==> src/rtl/burst_seq_pkg.sv <==
package burst_seq_pkg;
  localparam int unsigned BEAT_W = 2;

  typedef enum logic {
    ORD_LINEAR     = 1'b0,
    ORD_INTERLEAVE = 1'b1
  } burst_order_e;
endpackage

==> src/rtl/burst_mode_strap.sv <==
module burst_mode_strap
  import burst_seq_pkg::*;
(
  input  logic         clk,
  input  logic         rst_n,
  input  logic         order_pin,
  output burst_order_e order_o
);
  logic         taken_q, taken_d;
  burst_order_e mode_q, mode_d;

  always_comb begin
    taken_d = taken_q;
    mode_d  = mode_q;
    if (!taken_q) begin
      taken_d = 1'b1;
      mode_d  = burst_order_e'(order_pin);
    end
  end

  always_ff @(posedge clk or negedge rst_n) begin
    if (!rst_n) begin
      taken_q <= 1'b0;
      mode_q  <= ORD_INTERLEAVE;
    end else begin
      taken_q <= taken_d;
      mode_q  <= mode_d;
    end
  end

  // the strap is live only in the capture edge itself
  assign order_o = taken_q ? mode_q : burst_order_e'(order_pin);

  a_r9_strap_frozen: assert property (@(posedge clk) disable iff (!rst_n)
    taken_q |=> $stable(mode_q));
endmodule

==> src/rtl/burst_beat_ctr.sv <==
module burst_beat_ctr #(
  parameter int unsigned BEAT_W = 2
) (
  input  logic              clk,
  input  logic              rst_n,
  input  logic              load,
  input  logic              step,
  output logic [BEAT_W-1:0] beat_o
);
  logic [BEAT_W-1:0] cnt_q, cnt_d;
  logic              cnt_en;

  assign cnt_en = load | step;

  always_comb begin
    cnt_d = cnt_q;
    if (load)      cnt_d = '0;
    else if (step) cnt_d = cnt_q + 1'b1;
  end

  always_ff @(posedge clk or negedge rst_n) begin
    if (!rst_n)      cnt_q <= '0;
    else if (cnt_en) cnt_q <= cnt_d;
  end

  assign beat_o = cnt_q;

  a_r3_step_by_one: assert property (@(posedge clk) disable iff (!rst_n)
    (step && !load) |=> (cnt_q == BEAT_W'($past(cnt_q) + 1'b1)));
  a_r8_load_clears: assert property (@(posedge clk) disable iff (!rst_n)
    load |=> (cnt_q == '0));
endmodule

==> src/rtl/burst_base_reg.sv <==
module burst_base_reg #(
  parameter int unsigned ADDR_W = 20
) (
  input  logic              clk,
  input  logic              rst_n,
  input  logic              load,
  input  logic [ADDR_W-1:0] addr_i,
  output logic [ADDR_W-1:0] base_o
);
  logic [ADDR_W-1:0] base_q, base_d;

  always_comb begin
    base_d = base_q;
    if (load) base_d = addr_i;
  end

  always_ff @(posedge clk or negedge rst_n) begin
    if (!rst_n)    base_q <= '0;
    else if (load) base_q <= base_d;
  end

  assign base_o = base_q;

  a_r2_base_capture: assert property (@(posedge clk) disable iff (!rst_n)
    load |=> (base_q == $past(addr_i)));
endmodule

==> src/rtl/burst_addr_seq.sv <==
module burst_addr_seq
  import burst_seq_pkg::*;
#(
  parameter int unsigned ADDR_W = 20
) (
  input  logic              clk,
  input  logic              rst_n,
  input  logic              strobe_proc,
  input  logic              strobe_cache,
  input  logic              advance,
  input  logic              order_sel,
  input  logic [ADDR_W-1:0] start_addr,
  output logic [ADDR_W-1:0] cur_addr,
  output logic [1:0]        beat_pos
);
  localparam int unsigned HI_W = ADDR_W - BEAT_W;

  logic              start_any;
  logic              step_beat;
  burst_order_e      order;
  logic [ADDR_W-1:0] base;
  logic [BEAT_W-1:0] beat;
  logic [BEAT_W-1:0] low_lin, low_ilv, low_sel;

  assign start_any = strobe_proc | strobe_cache;
  assign step_beat = advance & ~start_any;

  burst_mode_strap u_strap (
    .clk       (clk),
    .rst_n     (rst_n),
    .order_pin (order_sel),
    .order_o   (order)
  );

  burst_base_reg #(.ADDR_W(ADDR_W)) u_base (
    .clk    (clk),
    .rst_n  (rst_n),
    .load   (start_any),
    .addr_i (start_addr),
    .base_o (base)
  );

  burst_beat_ctr #(.BEAT_W(BEAT_W)) u_beat (
    .clk    (clk),
    .rst_n  (rst_n),
    .load   (start_any),
    .step   (step_beat),
    .beat_o (beat)
  );

  // The low bits are formed from the start bits and the beat number without
  // an address register, so a strobe costs no extra latency.
  assign low_lin = base[BEAT_W-1:0] + beat;
  assign low_ilv = base[BEAT_W-1:0] ^ beat;

  always_comb begin
    unique case (order)
      ORD_LINEAR:     low_sel = low_lin;
      ORD_INTERLEAVE: low_sel = low_ilv;
      default:        low_sel = low_ilv;
    endcase
  end

  assign cur_addr = {base[ADDR_W-1:BEAT_W], low_sel};
  assign beat_pos = beat;

  a_r2_start_loads: assert property (@(posedge clk) disable iff (!rst_n)
    start_any |=> (cur_addr == $past(start_addr) && beat_pos == 2'd0));
  a_r7_idle_holds: assert property (@(posedge clk) disable iff (!rst_n)
    (!start_any && !advance) |=> ($stable(cur_addr) && $stable(beat_pos)));
  a_r6_upper_fixed: assert property (@(posedge clk) disable iff (!rst_n)
    !start_any |=> $stable(cur_addr[ADDR_W-1:BEAT_W]));
  a_r1_reset_zero: assert property (@(posedge clk)
    !rst_n |-> (cur_addr == '0 && beat_pos == 2'd0));

  if (HI_W < 1) begin : g_bad_width
    initial $error("ADDR_W must exceed the beat width");
  end
endmodule

==> config.mk <==
export PLATFORM = sky130hd
export DESIGN_NAME = burst_addr_seq
export DESIGN_NICKNAME = d
export VERILOG_FILES = /design/src/rtl/burst_seq_pkg.sv /design/src/rtl/burst_mode_strap.sv /design/src/rtl/burst_beat_ctr.sv /design/src/rtl/burst_base_reg.sv /design/src/rtl/burst_addr_seq.sv
export SDC_FILE = /design/constraint.sdc
export NUM_CORES = 1
export LEC_CHECK = 0
export ABC_AREA = 1
export BUFFER_PORTS_ARGS = -buffer_cell sky130_fd_sc_hd__clkbuf_2
export CORE_ASPECT_RATIO = 1.5
export CORE_MARGIN = 4
export CORE_UTILIZATION = 46
export DETAILED_ROUTE_END_ITERATION = 10
export PLACE_DENSITY = 0.75
export SLEW_MARGIN = 15
export SYNTH_ARGS = -nofsm -noshare
export SYNTH_HDL_FRONTEND = slang
export SYNTH_SLANG_ARGS = --single-unit
==> constraint.sdc <==
create_clock -name clk -period 1 [get_ports clk]
set_input_delay 0.05 -clock clk [delete_from_list [all_inputs] [get_ports clk]]
set_output_delay 0.05 -clock clk [all_outputs]
set_load 0.02 [all_outputs]
==> flow_summary_export.csv, run 1 <==
group,metric,value,unit
synthesis,syn-cell-area,0.00112,mm^2
job,max_cap_violations,0,
timing,report.final.setup_viol,3,
power,p_per_area,1320,mW/mm^2
grt,grt_pass1_wl,4370,um
power,p_switching,0.605,mW
timing,period_needed,1.35,ns
clock_network,htreeDepth,1,
timing,relSlewSlack,60.7,%
placement,portBuffers,47,
finish,final_cell_mix,"nand2_1 (61), clkbuf_2 (44), dlygate4sd3_1 (22), dfrtp_1 (21), buf_4 (5)",
critical_path,arrival,1.30,ns
finish,final_nets,214,
timing,setup_ws,-0.352,ns
routing,first_pass_iters,4,
floorplan,die_h,68.5,um
timing,clock_skew,0.000495,ns
timing,rsz0062_at_grt,"yes",
synthesis,ys_types,16,
floorplan,io_pins,48,
clock_network,cts_made_buffers,3,
routing,ant_nets,0,
timing,final.period_utilization,135,%
critical_path,required,0.95,ns
finish,diodes,0,
finish,fin_util,70.1,%
grt,antenna_found_initial,0,
synthesis,yosysSeqAreaShare,53.7,%
timing,tightest_slew,0.589,ns
critical_path,start_kind,"flop",
clock_network,root_buffer,"clkbuf_4",
outcome,status,"finished, violations left",
routing,postRouteWirelength,2670,um
power,p_leak,0.884,nW
grt,grt_overflow,0,
clock_network,cts.clk_slew.worst_paths,0.12,ns
finish,areaGrowthSynthToFinish,43.0,%
power,seq_power_share,51.9,%
finish,final_common_cell,"nand2_1",
grt,grt_pass1_vias,957,
floorplan,rows,21,
routing,vias,949,
finish,fin_area,0.00160,mm^2
synthesis,synth_nets,155,
synthesis,ys_warn_count,0,
grt,grt_max_degree,25,
outcome,violations,"negative hold slack, negative setup slack",
power,p_int,1.50,mW
power,p_total,2.11,mW
power,peakVddDrop,1020,uV
finish,drive_gt1_share,40.9,%
timing,holdWs,-0.0515,ns
routing,drc,0,
placement,hpwl,1540,um
power,swShare,28.7,%
floorplan,die_w,48.3,um
routing,via_per_inst,4.54,
power,combPwrFrac,23.9,%
clock_network,hold_buffers,22,
critical_path,worstSetupPathType,"reg2out",
worst_hold_path,hold_path_class,"in2reg",
critical_path,critical_path.max_fanout,2,
floorplan,dieArea,0.00331,mm^2
floorplan,initial_utilization,49.0,%
synthesis,synth.avg_cell_area,8.76,um^2
timing,drv_slew,0,
routing,routedWlPerCell,12.8,um
placement,placed_area,0.00126,mm^2
clock_network,clk_latency,0.31,ns
critical_path,crit_path_end_kind,"primary output",
clock_network,cts_tree,"built",
synthesis,synth_seq_cells,24,
timing,finalHoldViolCount,1,
synthesis,synth_area_leaders,"dfrtp_1 (51%), nand2_1 (22%), buf_4 (13%), buf_6 (3.0%), dfstp_2 (2.3%)",
clock_network,numClockSinks,24,
synthesis,synth_top_cell_by_area,"dfrtp_1",
timing,max_freq,740,MHz
clock_network,cts_buffer_depth,2,
synthesis,syn_inst,128,
synthesis,synth_top_area_share,51.3,%
floorplan,core_area,0.00229,mm^2
grt,grt_util_all_layers,17.4,%
routing,first_iter_violations,23,
placement,place_congestion,0.664,
power,power_frac_clock,24.2,%
cell usage after synthesis:
library cell  count
o21ai_0           1
nand2_1          66
dfrtp_1          23
a21oi_1           1
inv_1             4
dfstp_2           1
nand3_1           1
a21oi_2           1
nor2_1            2
o21ai_2           2
ha_1              1
nor2_4            1
buf_4            19
inv_2             1
buf_6             3
conb_1            1
layout make-up:
cell class / instances / area [um^2]
Multi-Input combinational cell: 77 / 369
Timing Repair Buffer: 76 / 546
Tap cell: 23 / 28.8
Clock buffer: 4 / 36.3
Sequential cell: 24 / 604
Fill cell: 181 / 683
Inverter: 5 / 18.8
worst paths after layout:
| check | startpoint | to | slack [ns] | cells past startpoint |
|---|---|---|---|---|
| worst min-delay path | order_sel | u_strap.mode_q | -0.05 | 3 |
| worst min register to register | u_base.base_o[2] | u_base.base_o[2] | 0.49 | 2 |
| worst max register to register | u_beat.beat_o[0] | u_beat.beat_o[1] | 0.05 | 5 |
| max in group asynchronous | rst_n | u_beat.beat_o[1] | 0.33 | 2 |
| min in group asynchronous | rst_n | u_base.base_o[5] | 0.25 | 2 |
| worst max-delay path | u_beat.beat_o[0] | cur_addr[1] | -0.35 | 6 |
power by group through the flow:
stage                     sequential [mW]  clock (mW)  combinational [mW]
after floorplan                      1.10           0               0.317
after global placement               1.10           0               0.375
after detailed placement             1.11           0               0.384
after CTS                            1.09       0.532               0.480
after global routing                 1.10       0.566               0.554
final                                1.09       0.510               0.505
layer usage:
metal | up-vias | GRT usage (%) | share of wire, %
met5 | - | 0 | 0
met4 | 0 | 8.30 | 1.9
met2 | 44 | 33.2 | 54
li1 | 479 | - | -
met1 | 421 | 18.0 | 37
met3 | 5 | 3.49 | 7.4
critical path, stage by stage (launching register included):
cell and delay (ns):
dfrtp_2 0.45, ha_4 0.17, nand3_2 0.09, nand2_2 0.06
inv_2 0.06, nor2_4 0.03, buf_8 0.12
metrics by stage:
step	setup slack, ns	hold slack [ns]	setup TNS [ns]	instances
2_1_floorplan	0.0249	-0.246	0	128
3_3_place_gp	-0.00687	0.0645	-0.00687	180
3_5_place_dp	-0.0239	0.0802	-0.0239	180
4_1_cts	-0.365	-0.0602	-0.803	207
5_1_grt	-0.399	-0.0516	-0.727	209
6_report	-0.352	-0.0515	-0.614	209
kinds of logic (layout without fill, tap and decap cells):
family	count (synthesis)	after routing	synth area share, %
AO/OA/AOI/OAI	5	5	3.24
adder cells (fa/ha/maj)	1	1	1.12
AND/OR/NAND/NOR	70	70	24.2
flip-flops	24	24	53.7
buffers and inverters	27	85	17.4
other	1	1	0.335
state kept, by name (all words and copies together) (netlist names):
signal           count
u_strap.mode_q       1
u_base.base_o       20
u_strap.taken_q      1
u_beat.beat_o        2
what timing repair did:
| item | in CTS | in global routing |
|---|---|---|
| resized for setup | 12 | 9 |
| setup endpoints to repair | 3 | 5 |
| endpoints found under the hold margin | 46 | 1 |
| pin swaps | 4 | 3 |
| setup buffers | 1 | 3 |
No activity file was read; power rests on OpenSTA's default activity.
==> run 2: changes to the inputs <==
- SKIP_CTS_REPAIR_TIMING: default -> 1
==> run 2 against run 1 <==
The run still ends with negative hold slack, negative setup slack left. Highest routed layer unchanged. Combinational power shrank 4.2%. Largest cell class unchanged. Register-to-register slack gained 0.04 ns. Sequential power is essentially flat.
==> flow_summary_export.csv, run 2 (same netlist as run 1, synthesis figures left out) <==
group,metric,value,unit
floorplan,io_pins,48,
critical_path,worstSetupPathType,"reg2out",
grt,grt_util_all_layers,13.4,%
timing,fin_tns_setup,-0.646,ns
grt,grt_max_degree,25,
routing,postRouteWirelength,2620,um
clock_network,cts.clk_slew.worst_paths,0.12,ns
grt,grt_pass1_vias,784,
critical_path,start_kind,"flop",
grt,grt_overflow,0,
clock_network,numClockSinks,24,
timing,final.period_utilization,134,%
floorplan,dieArea,0.00331,mm^2
finish,multi_input_area,359,um^2
routing,vias,943,
critical_path,critical_path.max_fanout,2,
routing,routedWlPerCell,12.6,um
timing,report.final.setup_viol,3,
timing,holdWs,-0.0367,ns
clock_network,cts_made_buffers,3,
outcome,violations,"negative hold slack, negative setup slack",
grt,antenna_found_initial,0,
floorplan,core_area,0.00229,mm^2
timing,drv_slew,0,
floorplan,initial_utilization,49.0,%
power,p_leak,0.862,nW
timing,relSlewSlack,60.6,%
timing,setup_ws,-0.345,ns
placement,dp_slack,-0.0239,ns
finish,diodes,0,
critical_path,required,0.95,ns
routing,via_per_inst,4.53,
routing,first_iter_violations,8,
critical_path,crit_path_end_kind,"primary output",
finish,final_common_cell,"nand2_1",
placement,portBuffers,47,
clock_network,htreeDepth,1,
timing,period_needed,1.34,ns
timing,max_freq,744,MHz
timing,finalHoldViolCount,1,
routing,drc,0,
critical_path,arrival,1.29,ns
outcome,status,"finished, violations left",
floorplan,die_h,68.5,um
finish,final_nets,213,
finish,largest_register_ffs,20,
timing,tightest_slew,0.591,ns
worst_hold_path,hold_path_class,"in2reg",
grt,grt_pass1_wl,3370,um
clock_network,clk_latency,0.32,ns
clock_network,cts_buffer_depth,2,
clock_network,cts_tree,"built",
placement,hpwl,1540,um
finish,n_fill_cell,185,
finish,drive_gt1_share,40.0,%
floorplan,die_w,48.3,um
routing,ant_nets,0,
power,peakVddDrop,1020,uV
routing,first_pass_iters,4,
finish,area.sequential,604,um^2
finish,areaGrowthSynthToFinish,39.4,%
timing,clock_skew,0.000508,ns
floorplan,rows,21,
placement,place_congestion,0.664,
finish,final_cell_mix,"nand2_1 (63), clkbuf_2 (44), dlygate4sd3_1 (22), dfrtp_1 (21), buf_4 (7)",
job,max_cap_violations,0,
clock_network,root_buffer,"clkbuf_4",
timing,rsz0062_at_grt,"yes",
finish,fin_util,68.4,%
power,p_per_area,1340,mW/mm^2
power,p_total,2.10,mW
[run 2: final cells by class]
| cell class | instances | share of cell area [%] |
|---|---|---|
| multi-input cells | 77 | 23.0 |
| repair buffers | 75 | 33.0 |
| flip-flops and latches | 24 | 38.7 |
| clock buffers | 4 | 2.32 |
| inverters | 5 | 1.20 |
| well taps | 23 | 1.84 |
[run 2: through the flow]
step | hold slack, ns | cell area, um^2 | std cells
after floorplan | -0.246 | 1140 | 128
after global placement | 0.0645 | 1260 | 180
after detailed placement | 0.0802 | 1260 | 180
after CTS | -0.287 | 1300 | 184
after global routing | -0.0235 | 1560 | 208
final | -0.0367 | 1560 | 208
[run 2: final timing paths]
check / startpoint / end / slack, ns / cells past startpoint
setup / recovery: u_beat.beat_o[0] / cur_addr[1] / -0.34 / 6
hold / removal: order_sel / u_strap.mode_q / -0.04 / 3
setup reg to reg: u_beat.beat_o[0] / u_beat.beat_o[1] / 0.09 / 4
max in group asynchronous: rst_n / u_beat.beat_o[0] / 0.33 / 2
min in group asynchronous: rst_n / u_base.base_o[5] / 0.25 / 2
hold reg to reg: u_base.base_o[2] / u_base.base_o[2] / 0.50 / 2
[run 2: metal layers]
metal,GRT usage [%],share of wire [%],vias to the layer above,wire length (um)
met5,0,0,-,0
li1,-,-,479,-
met2,23.0,52,42,1370
met1,14.8,39,417,1010
met3,3.27,6.9,5,180
met4,8.30,2.1,0,56
[run 2: worst max-delay path, stage by stage (launching register included)]
cell and delay (ns):
dfrtp_2 0.45, ha_4 0.17, nand3_2 0.09, nand2_2 0.05
inv_2 0.06, nor2_4 0.04, buf_6 0.12
[run 2: power by group]
group | internal, mW | switching [mW]
registers | 1.05 | 0.0452
clock network | 0.223 | 0.294
logic | 0.219 | 0.266
==> run 3: changes to the inputs <==
- PLACE_DENSITY: 0.75 -> 0.86
==> run 3 against run 2 <==
The run still ends with negative hold slack, negative setup slack left. Sequential cell count did not move. Final cell count did not move. Largest power group unchanged. Register-to-register slack worse by 0.10 ns. Critical endpoint unchanged. Critical path depth fell by 1. Critical path type unchanged.
==> flow_summary_export.csv, run 3 (same netlist as run 1, synthesis figures left out) <==
group,metric,value,unit
clock_network,htreeDepth,1,
worst_hold_path,hold_path_class,"in2reg",
floorplan,io_pins,48,
grt,grt_overflow,0,
routing,met3_length,163,um
floorplan,initial_utilization,49.0,%
clock_network,clk_latency,0.31,ns
placement,place_inst,180,
routing,first_pass_iters,2,
outcome,violations,"negative hold slack, negative setup slack",
placement,placed_area,0.00126,mm^2
critical_path,cp_slowest_stage_delay,0.56,ns
finish,fin_area,0.00158,mm^2
grt,grt_max_degree,22,
job,max_cap_violations,0,
power,p_leak,0.868,nW
finish,fin_util,68.9,%
finish,fin_cells,208,
floorplan,dieArea,0.00331,mm^2
critical_path,path_delay_family,"flip-flops",
placement,dp_slack,-0.0859,ns
timing,setup_ws,-0.364,ns
clock_network,cts_buffer_depth,2,
floorplan,die_h,68.5,um
power,peakVddDrop,726,uV
timing,rsz0062_at_grt,"yes",
power,p_total,2.02,mW
floorplan,core_area,0.00229,mm^2
timing,clock_skew,0.000474,ns
routing,vias,983,
timing,finalHoldViolCount,1,
finish,drive_gt1_share,39.5,%
placement,place_congestion,0.631,
timing,holdWs,-0.00116,ns
critical_path,start_kind,"flop",
routing,route.met2.wl,1610,um
routing,drc,0,
grt,grt_pass1_wl,3840,um
finish,largest_register_ffs,20,
clock_network,cts_tree,"built",
clock_network,root_buffer,"clkbuf_4",
timing,max_freq,733,MHz
finish,final_common_cell,"nand2_1",
routing,ant_nets,0,
floorplan,rows,21,
critical_path,required,0.95,ns
finish,final_cell_mix,"nand2_1 (62), clkbuf_2 (44), dlygate4sd3_1 (22), dfrtp_1 (21), buf_4 (5)",
critical_path,critical_path.cell_chain,"nand2_2, nand3_4, nor2_2, nor2_4, buf_6",
critical_path,critical_path.max_fanout,2,
finish,areaGrowthSynthToFinish,40.5,%
finish,n_fill_cell,158,
critical_path,crit_path_end_kind,"primary output",
timing,drv_slew,0,
timing,report.final.setup_viol,4,
clock_network,cts.clk_slew.worst_paths,0.12,ns
routing,m1WireLength,996,um
grt,grt_util_all_layers,15.0,%
timing,final.period_utilization,136,%
timing,fin_tns_setup,-0.756,ns
critical_path,slowest_stage,"dfstp_2",
clock_network,cts_made_buffers,3,
routing,top_layer,"met4",
outcome,status,"finished, violations left",
power,p_per_area,1280,mW/mm^2
grt,antenna_found_initial,0,
routing,first_iter_violations,31,
critical_path,path_buf_inv,1,
placement,hpwl,1810,um
critical_path,worstSetupPathType,"reg2out",
timing,period_needed,1.36,ns
routing,postRouteWirelength,2830,um
clock_network,numClockSinks,24,
routing,routedWlPerCell,13.6,um
critical_path,ff2ff_setup_slack,-0.01,ns
floorplan,die_w,48.3,um
finish,diodes,0,
critical_path,arrival,1.31,ns
finish,final_nets,213,
grt,grt_pass1_vias,899,
placement,portBuffers,47,
routing,via_per_inst,4.73,
[run 3: cell counts in the layout (fill, tap and decap cells not counted)]
Identical to the previous run, type by type.
[run 3: where the power goes]
| group | internal [mW] | switching [mW] | leakage [nW] |
|---|---|---|---|
| sequential | 1.05 | 0.0469 | 0.285 |
| clock | 0.156 | 0.270 | 0.0150 |
| combinational | 0.220 | 0.277 | 0.568 |
| total | 1.42 | 0.594 | 0.868 |
[run 3: cell type report]
| type | count | area, um^2 | area share [%] |
|---|---|---|---|
| clock buffers | 4 | 26.3 | 1.67 |
| inverters | 5 | 18.8 | 1.19 |
| multi-input cells | 77 | 374 | 23.7 |
| flip-flops and latches | 24 | 604 | 38.4 |
| well taps | 23 | 28.8 | 1.83 |
| repair buffers | 75 | 523 | 33.2 |
[run 3: final timing paths]
path | cells past startpoint | to | start
setup / recovery | 5 | cur_addr[1] | u_strap.mode_q
min in group asynchronous | 2 | u_base.base_o[12] | rst_n
setup reg to reg | 5 | u_beat.beat_o[1] | u_beat.beat_o[0]
max in group asynchronous | 3 | u_base.base_o[3] | rst_n
hold / removal | 3 | u_strap.mode_q | order_sel
hold reg to reg | 2 | u_base.base_o[4] | u_base.base_o[4]
[run 3: worst min-delay path: stages]
cell      delay (ns)
clkbuf_2        0.08
nand2_1         0.11
nand2_1         0.07
[run 3: metal layers]
metal	vias to the layer above	global-route usage, %
li1	480	-
met1	454	16.2
met2	41	27.5
met3	8	3.27
met4	0	7.27
met5	-	0
